File: config.mk
export PLATFORM = sky130hd
export DESIGN_NAME = sbp_top
export DESIGN_NICKNAME = d
export VERILOG_FILES = /design/src/rtl/sbp_pkg.sv /design/src/rtl/sbp_sync.sv /design/src/rtl/sbp_packer.sv /design/src/rtl/sbp_swap_arb.sv /design/src/rtl/sbp_top.sv
export SDC_FILE = /design/constraint.sdc
export NUM_CORES = 1
export LEC_CHECK = 0
export ABC_AREA = 1
export BUFFER_PORTS_ARGS = -buffer_cell sky130_fd_sc_hd__buf_4
export CAP_MARGIN = 25
export CORE_UTILIZATION = 62
export DETAILED_ROUTE_END_ITERATION = 8
export PLACE_DENSITY = 0.83
export SLEW_MARGIN = 30
export SYNTH_ARGS = -nofsm -noshare
export SYNTH_HDL_FRONTEND = slang
export SYNTH_SLANG_ARGS = --single-unit
File: constraint.sdc
create_clock -name clk -period 3.8 [get_ports clk]
set_input_delay 0.38 -clock clk [delete_from_list [all_inputs] [get_ports clk]]
set_output_delay 0.38 -clock clk [all_outputs]
set_load 0.01 [all_outputs]
File: src/rtl/sbp_pkg.sv
package sbp_pkg;

  typedef enum logic [2:0] {
    PK_WAIT_HI = 3'd0,
    PK_CHECK   = 3'd1,
    PK_WAIT_LO = 3'd2,
    PK_FLUSH   = 3'd3,
    PK_DONE    = 3'd4
  } pk_state_t;

  typedef enum logic {
    SW_WAIT_DONE = 1'b0,
    SW_ACK       = 1'b1
  } sw_state_t;

endpackage

File: src/rtl/sbp_sync.sv
module sbp_sync #(
  parameter int WIDTH  = 3,
  parameter int STAGES = 2
) (
  input  logic             clk,
  input  logic             rst_n,
  input  logic [WIDTH-1:0] d,
  output logic [WIDTH-1:0] q
);

  logic [STAGES-1:0][WIDTH-1:0] stage_q;

  for (genvar g = 0; g < STAGES; g++) begin : g_stage
    if (g == 0) begin : g_first
      always_ff @(posedge clk or negedge rst_n) begin
        if (!rst_n) stage_q[0] <= '0;
        else        stage_q[0] <= d;
      end
    end else begin : g_next
      always_ff @(posedge clk or negedge rst_n) begin
        if (!rst_n) stage_q[g] <= '0;
        else        stage_q[g] <= stage_q[g-1];
      end
    end
  end

  assign q = stage_q[STAGES-1];

endmodule

File: src/rtl/sbp_packer.sv
module sbp_packer
  import sbp_pkg::*;
#(
  parameter int ADDR_W = 14,
  parameter int BYTE_W = 8
) (
  input  logic              clk,
  input  logic              rst_n,
  input  logic              bit_s,
  input  logic              stb_s,
  input  logic              grp_s,
  input  logic              swap_ok,
  output logic              mem_we,
  output logic [ADDR_W-1:0] mem_addr,
  output logic [BYTE_W-1:0] mem_wdata,
  output logic              pk_done
);

  localparam logic [BYTE_W-1:0] PTR_INIT = BYTE_W'(1) << (BYTE_W - 1);

  pk_state_t         state_q, state_n;
  logic [BYTE_W-1:0] sh_q, sh_n;
  logic [BYTE_W-1:0] ptr_q, ptr_n;
  logic [ADDR_W-1:0] addr_q, addr_n;
  logic              we_q, we_n;
  logic [BYTE_W-1:0] wd_q, wd_n;
  logic [ADDR_W-1:0] wa_q, wa_n;
  logic              grp_q;
  logic              pend_q, pend_n;
  logic              ok_q;
  logic              grp_rise, ok_rise;

  assign grp_rise = grp_s & ~grp_q;
  assign ok_rise  = swap_ok & ~ok_q;

  always_comb begin
    state_n = state_q;
    sh_n    = sh_q;
    ptr_n   = ptr_q;
    addr_n  = addr_q;
    we_n    = 1'b0;
    wd_n    = wd_q;
    wa_n    = wa_q;
    pend_n  = pend_q;
    unique case (state_q)
      PK_WAIT_HI: begin
        if (stb_s) begin
          sh_n    = sh_q | (bit_s ? ptr_q : '0);
          ptr_n   = ptr_q >> 1;
          state_n = PK_CHECK;
          if (grp_rise) pend_n = 1'b1;
        end else if (grp_rise || pend_q) begin
          pend_n  = 1'b0;
          state_n = PK_FLUSH;
        end
      end
      PK_CHECK: begin
        if (grp_rise) pend_n = 1'b1;
        if (ptr_q == '0) begin
          we_n   = 1'b1;
          wd_n   = sh_q;
          wa_n   = addr_q;
          addr_n = addr_q + 1'b1;
          sh_n   = '0;
          ptr_n  = PTR_INIT;
        end
        state_n = PK_WAIT_LO;
      end
      PK_WAIT_LO: begin
        if (grp_rise) pend_n = 1'b1;
        if (!stb_s) state_n = PK_WAIT_HI;
      end
      PK_FLUSH: begin
        if (ptr_q != PTR_INIT) begin
          we_n   = 1'b1;
          wd_n   = sh_q;
          wa_n   = addr_q;
          addr_n = addr_q + 1'b1;
        end
        sh_n    = '0;
        ptr_n   = PTR_INIT;
        pend_n  = 1'b0;
        state_n = PK_DONE;
      end
      PK_DONE: begin
        pend_n = 1'b0;
        if (ok_rise) begin
          addr_n  = '0;
          state_n = PK_WAIT_LO;
        end
      end
      default: state_n = PK_WAIT_HI;
    endcase
  end

  always_ff @(posedge clk or negedge rst_n) begin
    if (!rst_n) begin
      state_q <= PK_WAIT_HI;
      sh_q    <= '0;
      ptr_q   <= PTR_INIT;
      addr_q  <= '0;
      we_q    <= 1'b0;
      wd_q    <= '0;
      wa_q    <= '0;
      grp_q   <= 1'b0;
      pend_q  <= 1'b0;
      ok_q    <= 1'b0;
    end else begin
      state_q <= state_n;
      sh_q    <= sh_n;
      ptr_q   <= ptr_n;
      addr_q  <= addr_n;
      we_q    <= we_n;
      if (we_n) begin
        wd_q <= wd_n;
        wa_q <= wa_n;
      end
      grp_q   <= grp_s;
      pend_q  <= pend_n;
      ok_q    <= swap_ok;
    end
  end

  assign mem_we    = we_q;
  assign mem_wdata = wd_q;
  assign mem_addr  = wa_q;
  assign pk_done   = (state_q == PK_DONE);


  single_write_pulse_chk: assert property (@(posedge clk) disable iff (!rst_n)
    mem_we |=> !mem_we);


  done_held_chk: assert property (@(posedge clk) disable iff (!rst_n)
    pk_done && !swap_ok |=> pk_done);


  addr_restart_chk: assert property (@(posedge clk) disable iff (!rst_n)
    $fell(pk_done) |-> addr_q == '0);

endmodule

File: src/rtl/sbp_swap_arb.sv
module sbp_swap_arb
  import sbp_pkg::*;
(
  input  logic clk,
  input  logic rst_n,
  input  logic pk_done,
  input  logic rd_done,
  output logic swap_ok,
  output logic bank_sel
);

  sw_state_t state_q, state_n;
  logic      bank_q, bank_n;

  always_comb begin
    state_n = state_q;
    bank_n  = bank_q;
    unique case (state_q)
      SW_WAIT_DONE: begin
        if (pk_done && rd_done) begin
          bank_n  = ~bank_q;
          state_n = SW_ACK;
        end
      end
      SW_ACK: begin
        if (!pk_done && !rd_done) state_n = SW_WAIT_DONE;
      end
      default: state_n = SW_WAIT_DONE;
    endcase
  end

  always_ff @(posedge clk or negedge rst_n) begin
    if (!rst_n) begin
      state_q <= SW_WAIT_DONE;
      bank_q  <= 1'b0;
    end else begin
      state_q <= state_n;
      bank_q  <= bank_n;
    end
  end

  assign swap_ok  = (state_q == SW_ACK);
  assign bank_sel = bank_q;


  swap_needs_both_chk: assert property (@(posedge clk) disable iff (!rst_n)
    $rose(swap_ok) |-> $past(pk_done && rd_done));


  bank_flip_on_ack_chk: assert property (@(posedge clk) disable iff (!rst_n)
    !$stable(bank_sel) |-> $rose(swap_ok));


  ack_held_chk: assert property (@(posedge clk) disable iff (!rst_n)
    swap_ok && (pk_done || rd_done) |=> swap_ok);

endmodule

File: src/rtl/sbp_top.sv
module sbp_top #(
  parameter int ADDR_W      = 14,
  parameter int BYTE_W      = 8,
  parameter int SYNC_STAGES = 2
) (
  input  logic              clk,
  input  logic              rst_n,
  input  logic              bit_in,
  input  logic              bit_stb,
  input  logic              grp_end,
  input  logic              rd_done,
  output logic              mem_we,
  output logic              mem_bank,
  output logic [ADDR_W-1:0] mem_addr,
  output logic [BYTE_W-1:0] mem_wdata,
  output logic              pk_done,
  output logic              swap_ok
);

  logic [2:0] raw_in, sync_out;
  logic       done_w, ok_w;

  assign raw_in = {grp_end, bit_stb, bit_in};

  sbp_sync #(.WIDTH(3), .STAGES(SYNC_STAGES)) u_sync (
    .clk   (clk),
    .rst_n (rst_n),
    .d     (raw_in),
    .q     (sync_out)
  );

  sbp_packer #(.ADDR_W(ADDR_W), .BYTE_W(BYTE_W)) u_packer (
    .clk       (clk),
    .rst_n     (rst_n),
    .bit_s     (sync_out[0]),
    .stb_s     (sync_out[1]),
    .grp_s     (sync_out[2]),
    .swap_ok   (ok_w),
    .mem_we    (mem_we),
    .mem_addr  (mem_addr),
    .mem_wdata (mem_wdata),
    .pk_done   (done_w)
  );

  sbp_swap_arb u_arb (
    .clk      (clk),
    .rst_n    (rst_n),
    .pk_done  (done_w),
    .rd_done  (rd_done),
    .swap_ok  (ok_w),
    .bank_sel (mem_bank)
  );

  assign pk_done = done_w;
  assign swap_ok = ok_w;

endmodule

==> results of run 1 <==
layout by cell type (no fill, tap or decap), drive strengths merged:
| cell type | n |
|---|---|
| or2 | 1 |
| xor2 | 1 |
| nor3b | 1 |
| clkinv | 4 |
| nor2 | 38 |
| a31oi | 1 |
| nand3 | 36 |
| clkbuf | 11 |
| o21ai | 31 |
| bufinv | 1 |
| nand2 | 132 |
| ha | 1 |
| dfstp | 1 |
| o21a | 1 |
| nor3 | 3 |
| buf | 31 |
| clkinvlp | 1 |
| inv | 34 |
| o21bai | 3 |
| nand4 | 4 |
| dfrtp | 66 |
| nand3b | 1 |
| a21oi | 8 |
| xnor2 | 1 |
per-layer routing:
metal  global-route usage (%)  vias to the layer above
met5                        0                        -
met3                    7.222                       21
met2                    45.48                       52
li1                         -                     1255
met4                    11.33                        0
met1                    32.04                     1144
stage by stage:
stage / hold WS (ns) / power, mW / area [um2] / std cells
after global placement: 0.3316 / 2.060 / 3293 / 463
after floorplan: 0.08441 / 1.839 / 3060 / 378
after global routing: 0.1251 / 2.892 / 3490 / 479
after CTS: 0.1298 / 2.688 / 3490 / 479
final: 0.1232 / 2.675 / 3490 / 479
after detailed placement: 0.3347 / 2.097 / 3296 / 463
report_power, final:
part | switching [mW] | internal [mW] | leakage [nW] | total (mW)
Clock | 0.266 | 0.317 | 0.0991 | 0.584
Combinational | 0.642 | 0.359 | 0.839 | 1.00
Sequential | 0.163 | 0.927 | 0.877 | 1.09
Total | 1.07 | 1.60 | 1.82 | 2.68
cell type report:
type	instances	area, um2	area share, %
clock buffer	11	141.4	4.052
clock inverter	5	52.55	1.506
tap	67	83.83	2.402
sequential	67	1678	48.08
inverter	35	131.4	3.765
timing repair buffer	31	232.7	6.669
multi-input combinational	263	1170	33.52
registers in the layout, summed over array words and instances (netlist names):
signal and cells:
u_arb.bank_sel 1, u_arb.swap_ok 1, u_packer.addr_q 14, u_packer.grp_q 1, u_packer.mem_addr 14, u_packer.mem_wdata 8
u_packer.mem_we 1, u_packer.ok_q 1, u_packer.pend_q 1, u_packer.ptr_q 8, u_packer.sh_q 8, u_packer.state_q 3
u_sync.q 3, u_sync.stage_q 3
worst max path at each step:
| stage | endpoint | slack [ns] | depth (start not counted) |
|---|---|---|---|
| finish | u_packer.mem_addr[0] | 1.66 | 7 |
| CTS | u_packer.mem_addr[0] | 1.67 | 7 |
| floorplan | u_packer.addr_q[1] | 2.37 | 9 |
| detailed placement | u_packer.mem_addr[0] | 1.69 | 7 |
| global placement | u_packer.mem_addr[0] | 1.43 | 7 |
| global route | u_packer.mem_addr[0] | 1.41 | 7 |
kinds of logic after synthesis:
family	share of synthesized area, %
buffers and inverters	7.032
DFF	54.82
xor gates and xnor gates	0.5725
and+or+nand+nor	29.48
adders and majority gates	0.4088
AOI/OAI and AO/OA	7.686
==> flow_metrics.py, run 1 <==
metrics = {
    "run_status": {
        "status": "complete, no violations",
    },
    "setup_path": {
        "critical_path.reg2reg.endpoint": "u_packer.mem_addr[0]",
        "endpoint_kind": "register",
        "critPathArrivalTime_ns": 2.37,
        "worstReg2RegStart": "u_packer.state_q[2]",
        "worst_setup_path_startpoint": "u_packer.state_q[2]",
        "crit_path_frequent_cell": "sky130_fd_sc_hd__nand2_2",
        "setup_crit_path_kind": "register to register",
        "timing.critical_path.slowest_cell_delay_ns": 0.53,
        "reg2reg_slack_ns": 1.66,
        "critPathTopFamily": "simple AND/OR/NAND/NOR gates",
        "required_ns": 4.04,
        "count_of_buffering_cells_on_the_critical_path_with_inverters_included": 1,
        "slowest_cell_on_the_critical_path": "sky130_fd_sc_hd__nand2_2",
        "worstPathCellList": "inv_2, nand2_2, nor2_2, nand2_2, nand2_2, nand2_1, o21a_1",
        "crit_path_start_kind": "register",
        "critical_path_peak_fanout": 38,
        "worst-r2r-cell-count": 7,
    },
    "min_path": {
        "holdCritPathClass": "input port to asynchronous set/reset pin",
    },
    "finish": {
        "layout.nets": 414,
        "antenna_cells": 0,
        "fillers": 385,
        "drive_gt1_share_pct": 14.08,
        "area_growth_pct": 14.02,
        "utilization_pct": 73.88,
    },
    "grt": {
        "antenna_found_initial": 0,
        "maximum_number_of_pins_on_one_net_before_global_route_repair": 68,
        "grt_util_all_layers_pct": 26.71,
        "grt_pass1_wl_mm": 10.54,
        "first_global_vias": 2442,
        "global_route.overflow_total": 0,
    },
    "floorplanning": {
        "io_pins": 32,
        "standard_cell_core_area_um2": 4723,
        "floorplan.die.height_um": 72.26,
        "effective_utilization_at_floorplan_pct": 64.79,
        "fp.dieW_um": 72.26,
        "rows": 25,
        "dieArea_um2": 5221,
    },
    "clocking": {
        "cts_tree": "done",
        "cts_repair_resize_count": 0,
        "cts-buffers-inserted": 9,
        "cts_hold_buffers": 0,
        "root_buffer": "sky130_fd_sc_hd__clkbuf_8",
        "max-clock-path-buffers": 2,
        "h-tree-depth": 3,
        "post-cts-setup-buffers": 0,
        "clk_transition_reported_paths_ns": 0.07,
        "latest_clock_arrival_within_the_worst_skew_pair_ns": 0.35,
        "cts_sinks": 67,
    },
    "route": {
        "vias_per_cell": 5.161,
        "routed-wl-met2_mm": 3.024,
        "drt_wl_cell_um": 12.55,
        "vias": 2472,
        "routed-wl-met3_um": 197,
        "route.final.wire_length_mm": 6.011,
        "route.detailed.drc": 0,
        "antenna_violating_nets_post_route": 0,
        "top_signal_layer_used": "met4",
        "drt-met1-wl_mm": 2.614,
        "detail_route.iter0.violations": 154,
        "detail_route.first_pass.iterations": 5,
    },
    "pwr": {
        "ir_worst_vdd_mv": 0.5216,
        "power.density_cell_area_nw_per_um2": 766.6,
        "leakage_nw": 1.816,
    },
    "timing": {
        "setup_tns_ns": 0,
        "final.period_utilization_pct": 56.18,
        "post_route_clock_skew_ns": 0.003571,
        "setup_ws_ns": 1.665,
        "unrepaired_setup_endpoints_after_global_routing": "no",
        "timing_worst_slew_pin_value_ns": 0.8150,
        "finalMaxSlewViolations": 0,
        "final.min_clock_period_ns": 2.135,
        "worst_slew_margin_rel_pct": 45.53,
        "hold_fails_final_rpt": 0,
        "max_clock_freq_ghz": 0.4684,
        "finalSetupViolations": 0,
    },
    "synthesis": {
        "yosysWarningCount": 0,
        "synth_common_cells": "129 x sky130_fd_sc_hd__nand2_1, 66 x sky130_fd_sc_hd__dfrtp_1, 36 x sky130_fd_sc_hd__nor2_1",
        "ys_dominant_reg_cell": "sky130_fd_sc_hd__dfrtp_1",
        "syn_area_um2": 3060,
        "async_set_or_reset_register_ratio_after_synthesis_pct": 100.0,
        "post-synth-top-count-cell": "sky130_fd_sc_hd__nand2_1",
        "synth_cell_types": 30,
        "synth-seq-cells": 67,
        "synth.area.top_cells": "sky130_fd_sc_hd__dfrtp_1 54%, sky130_fd_sc_hd__nand2_1 16%, sky130_fd_sc_hd__nand3_1 5.7%",
        "synth_area_per_cell_um2": 8.096,
        "synthesis.instances": 378,
        "synth_sequential_area_ratio_pct": 54.82,
        "postSynthNetCount": 385,
        "yosysTopAreaCell": "sky130_fd_sc_hd__dfrtp_1",
        "synth_edf_count": 0,
        "synth.top_cell.area_share_pct": 53.97,
    },
    "placed_design": {
        "hpwlAfterDp_mm": 3.949,
        "pre_cts_ws_ns": 1.694,
        "io_buffer_count": 31,
        "routability_driven_placement_congestion_ratio": 0.7993,
    },
    "run": {
        "maxCapViolations": 0,
    },
}
Note: power is estimated with default switching activity, not from simulation.
==> inputs of run 2 (changes only) <==
ABC_AREA = 0   (was 1)
CORE_UTILIZATION = 52   (was 62)
PLACE_DENSITY = 0.75   (was 0.83)
clock period = 1.75 ns   (was 3.8 ns; I/O delays follow)
==> run 2 against run 1 <==
  * The run now ends with setup timing left
  * Combinational power grew to 4.5 times the previous value
  * Cell area up 19%
  * Non-clock buffer count increased by 62
  * Area after synthesis decreased by 5.9%
  * Clock skew up 0.0027 ns
  * Clock power rose by 140%
  * Flip-flop and latch count did not move
  * Core utilization increased by 6.0 points
  * Worst setup slack worse by 2.0 ns
  * Synthesized cell count down 37%
  * Sequential share of layout area down 7.7 points
  * Wire length grew 28%
  * Critical endpoint is now u_packer.mem_wdata[6]
  * Largest power group is now combinational cells
==> flow_metrics.py, run 2 <==
metrics = {
    "timing": {
        "timing_worst_slew_pin_value_ns": 0.6037,
        "finalMaxSlewViolations": 0,
        "setup_tns_ns": -15.15,
        "finalSetupViolations": 52,
        "final.min_clock_period_ns": 2.117,
        "setup_ws_ns": -0.3674,
        "max_clock_freq_ghz": 0.4723,
        "hold_fails_final_rpt": 0,
        "post_route_clock_skew_ns": 0.006247,
        "final.period_utilization_pct": 121.0,
        "worst_slew_margin_rel_pct": 59.67,
        "unrepaired_setup_endpoints_after_global_routing": "yes",
    },
    "setup_path": {
        "critPathTopFamily": "simple AND/OR/NAND/NOR gates",
        "worstReg2RegStart": "u_packer.ptr_q[1]",
        "slowest_cell_on_the_critical_path": "sky130_fd_sc_hd__or4_4",
        "reg2reg_slack_ns": -0.37,
        "critical_path_peak_fanout": 12,
        "count_of_buffering_cells_on_the_critical_path_with_inverters_included": 3,
        "crit_path_start_kind": "register",
        "worst-r2r-cell-count": 7,
        "critPathArrivalTime_ns": 2.34,
        "timing.critical_path.slowest_cell_delay_ns": 0.56,
        "setup_crit_path_kind": "register to register",
        "worstPathCellList": "or4_4, buf_6, o31ai_4, nor2_4, buf_6, buf_12, mux2_2",
        "crit_path_frequent_cell": "sky130_fd_sc_hd__buf_6",
        "critical_path.reg2reg.endpoint": "u_packer.mem_wdata[6]",
        "endpoint_kind": "register",
        "required_ns": 1.98,
    },
    "synthesis": {
        "postSynthNetCount": 247,
        "synth_area_per_cell_um2": 12.00,
        "synth_common_cells": "66 x sky130_fd_sc_hd__dfrtp_1, 20 x sky130_fd_sc_hd__mux2_2, 14 x sky130_fd_sc_hd__inv_1",
        "ys_dominant_reg_cell": "sky130_fd_sc_hd__dfrtp_1",
        "synth_edf_count": 0,
        "post-synth-top-count-cell": "sky130_fd_sc_hd__dfrtp_1",
        "synth.area.top_cells": "sky130_fd_sc_hd__dfrtp_1 57%, sky130_fd_sc_hd__mux2_2 7.8%, sky130_fd_sc_hd__a22o_1 2.1%",
        "synthesis.instances": 240,
        "syn_area_um2": 2880,
        "yosysTopAreaCell": "sky130_fd_sc_hd__dfrtp_1",
        "synth_cell_types": 51,
        "synth.top_cell.area_share_pct": 57.34,
        "async_set_or_reset_register_ratio_after_synthesis_pct": 100.0,
        "yosysWarningCount": 0,
        "synth_sequential_area_ratio_pct": 58.25,
        "synth-seq-cells": 67,
    },
    "floorplanning": {
        "io_pins": 32,
        "standard_cell_core_area_um2": 5205,
        "floorplan.die.height_um": 76.43,
        "rows": 26,
        "fp.dieW_um": 76.43,
        "dieArea_um2": 5841,
        "effective_utilization_at_floorplan_pct": 55.34,
    },
    "pwr": {
        "p_comb_share_pct": 54.8,
        "leakage_nw": 1.899,
        "power.share.clock_pct": 17.5,
        "pwr-share-seq_pct": 27.7,
        "power.density_cell_area_nw_per_um2": 1968,
        "cellInternalPower_mw": 5.089,
        "net_switching_share_of_the_total_power_pct": 37.77,
        "power.switching_mw": 3.089,
        "ir_worst_vdd_mv": 1.425,
    },
    "clocking": {
        "max-clock-path-buffers": 2,
        "cts-buffers-inserted": 9,
        "cts_sinks": 67,
        "clk_transition_reported_paths_ns": 0.07,
        "latest_clock_arrival_within_the_worst_skew_pair_ns": 0.34,
        "cts_tree": "done",
        "root_buffer": "sky130_fd_sc_hd__clkbuf_8",
        "h-tree-depth": 3,
    },
    "finish": {
        "stdcell_area_um2": 4156,
        "antenna_cells": 0,
        "mostFrequentLayoutCells": "74 x sky130_fd_sc_hd__buf_4, 66 x sky130_fd_sc_hd__dfrtp_1, 19 x sky130_fd_sc_hd__mux2_2",
        "layoutNonFillerInstCount": 407,
        "area_growth_pct": 44.31,
        "layout.nets": 339,
        "drive_gt1_share_pct": 47.18,
        "commonest_non_fill_non_tap_cell_in_the_layout": "sky130_fd_sc_hd__buf_4",
    },
    "grt": {
        "maximum_number_of_pins_on_one_net_before_global_route_repair": 43,
        "grt_util_all_layers_pct": 28.04,
        "global_route.overflow_total": 0,
        "first_global_vias": 2444,
        "antenna_found_initial": 0,
        "grt_pass1_wl_mm": 12.25,
    },
    "run_status": {
        "violations": "setup timing",
        "status": "complete, but fails checks",
    },
    "min_path": {
        "hold_depth": 2,
        "min-delay-start": "rd_done",
        "holdCritPathClass": "input port to register",
        "hold_path_end": "u_arb.swap_ok",
    },
    "route": {
        "route.final.wire_length_mm": 7.686,
        "detail_route.first_pass.iterations": 4,
        "antenna_violating_nets_post_route": 0,
        "vias_per_cell": 5.951,
        "drt_wl_cell_um": 18.88,
        "route.detailed.drc": 0,
        "vias": 2422,
        "detail_route.iter0.violations": 235,
    },
    "placed_design": {
        "dpl.cell_count": 376,
        "hpwlAfterDp_mm": 4.135,
        "placed_cell_area_um2": 3523,
        "routability_driven_placement_congestion_ratio": 0.8471,
        "io_buffer_count": 31,
    },
    "run": {
        "maxCapViolations": 0,
    },
}
-- run 2: changes by cell type in the layout (fill, tap and decap cells not counted), moves of 18 or more --
cell and delta:
sky130_fd_sc_hd__o21ai_0 -27, sky130_fd_sc_hd__nor2_1 -24, sky130_fd_sc_hd__inv_1 -18, sky130_fd_sc_hd__nand3_1 -30, sky130_fd_sc_hd__buf_4 +43, sky130_fd_sc_hd__nand2_1 -119
sky130_fd_sc_hd__mux2_2 +19
-- run 2: final cells by class --
class / count / area, um2
flip-flops and latches: 67 / 1678
inverters: 15 / 56.30
clock buffers: 11 / 151.4
well taps: 70 / 87.58
clock inverters: 5 / 75.07
multi-input cells: 146 / 1282
repair buffers: 93 / 825.8
fillers: 294 / 1049
-- run 2: cells by family (layout without fill, tap and decap cells) --
group | Yosys count | after routing | synth area share, %
XOR/XNOR | 1 | 1 | 0.3041
adder cells (fa/ha/maj) | 2 | 2 | 0.7819
AND/OR/NAND/NOR | 66 | 66 | 12.69
multiplexers | 23 | 23 | 9.383
AO/OA/AOI/OAI | 54 | 54 | 14.47
flip-flops | 67 | 67 | 58.25
buffers and inverters | 27 | 124 | 4.127
-- run 2: worst max-delay path by stage --
stage / from / to / slack [ns] / cells after the start
CTS: u_packer.ptr_q[6] / u_packer.mem_wdata[6] / -0.31 / 6
floorplan: u_packer.ptr_q[2] / u_packer.addr_q[12] / -0.38 / 7
global placement: u_packer.ptr_q[2] / u_packer.addr_q[12] / -0.25 / 5
global route: u_packer.ptr_q[6] / u_packer.mem_wdata[6] / -0.41 / 7
detailed placement: u_packer.ptr_q[2] / u_packer.mem_addr[5] / -0.31 / 5
finish: u_packer.ptr_q[1] / u_packer.mem_wdata[6] / -0.37 / 7
-- run 2: timing repair --
| item | CTS | global route |
|---|---|---|
| buffers inserted | 8 | 5 |
| hold buffers | 4 | 0 |
| gates cloned | 1 | 0 |
| pin swaps | 16 | 13 |
| endpoints found under the hold margin | 28 | 0 |
| gates resized for setup | 31 | 19 |
| setup endpoints to repair | 53 | 53 |
-- run 2: layer usage --
layer / part of all wire [%] / global-route usage [%]
met1: 41 / 35.30
met2: 49 / 45.23
met3: 5.1 / 3.952
met4: 4.3 / 18.65
met5: 0 / 0
-- run 2: power by group through the flow --
stage / clock network, mW / registers (mW) / logic, mW
6_report: 1.43 / 2.27 / 4.48
5_1_grt: 1.51 / 2.31 / 4.71
4_1_cts: 1.45 / 2.24 / 3.88
3_5_place_dp: 0 / 2.24 / 3.12
3_3_place_gp: 0 / 2.22 / 3.05
2_1_floorplan: 0 / 2.32 / 1.67
-- run 2: per-stage QoR --
step,hold slack [ns],power [mW],setup slack (ns),utilization [%]
final,0.1139,8.178,-0.3674,79.86
after global placement,0.09966,5.268,-0.2507,67.69
after detailed placement,0.1064,5.361,-0.3119,67.69
after floorplan,-0.1206,3.985,-0.3757,-
after global routing,0.1185,8.529,-0.4054,79.86
after CTS,0.1078,7.562,-0.3051,77.50
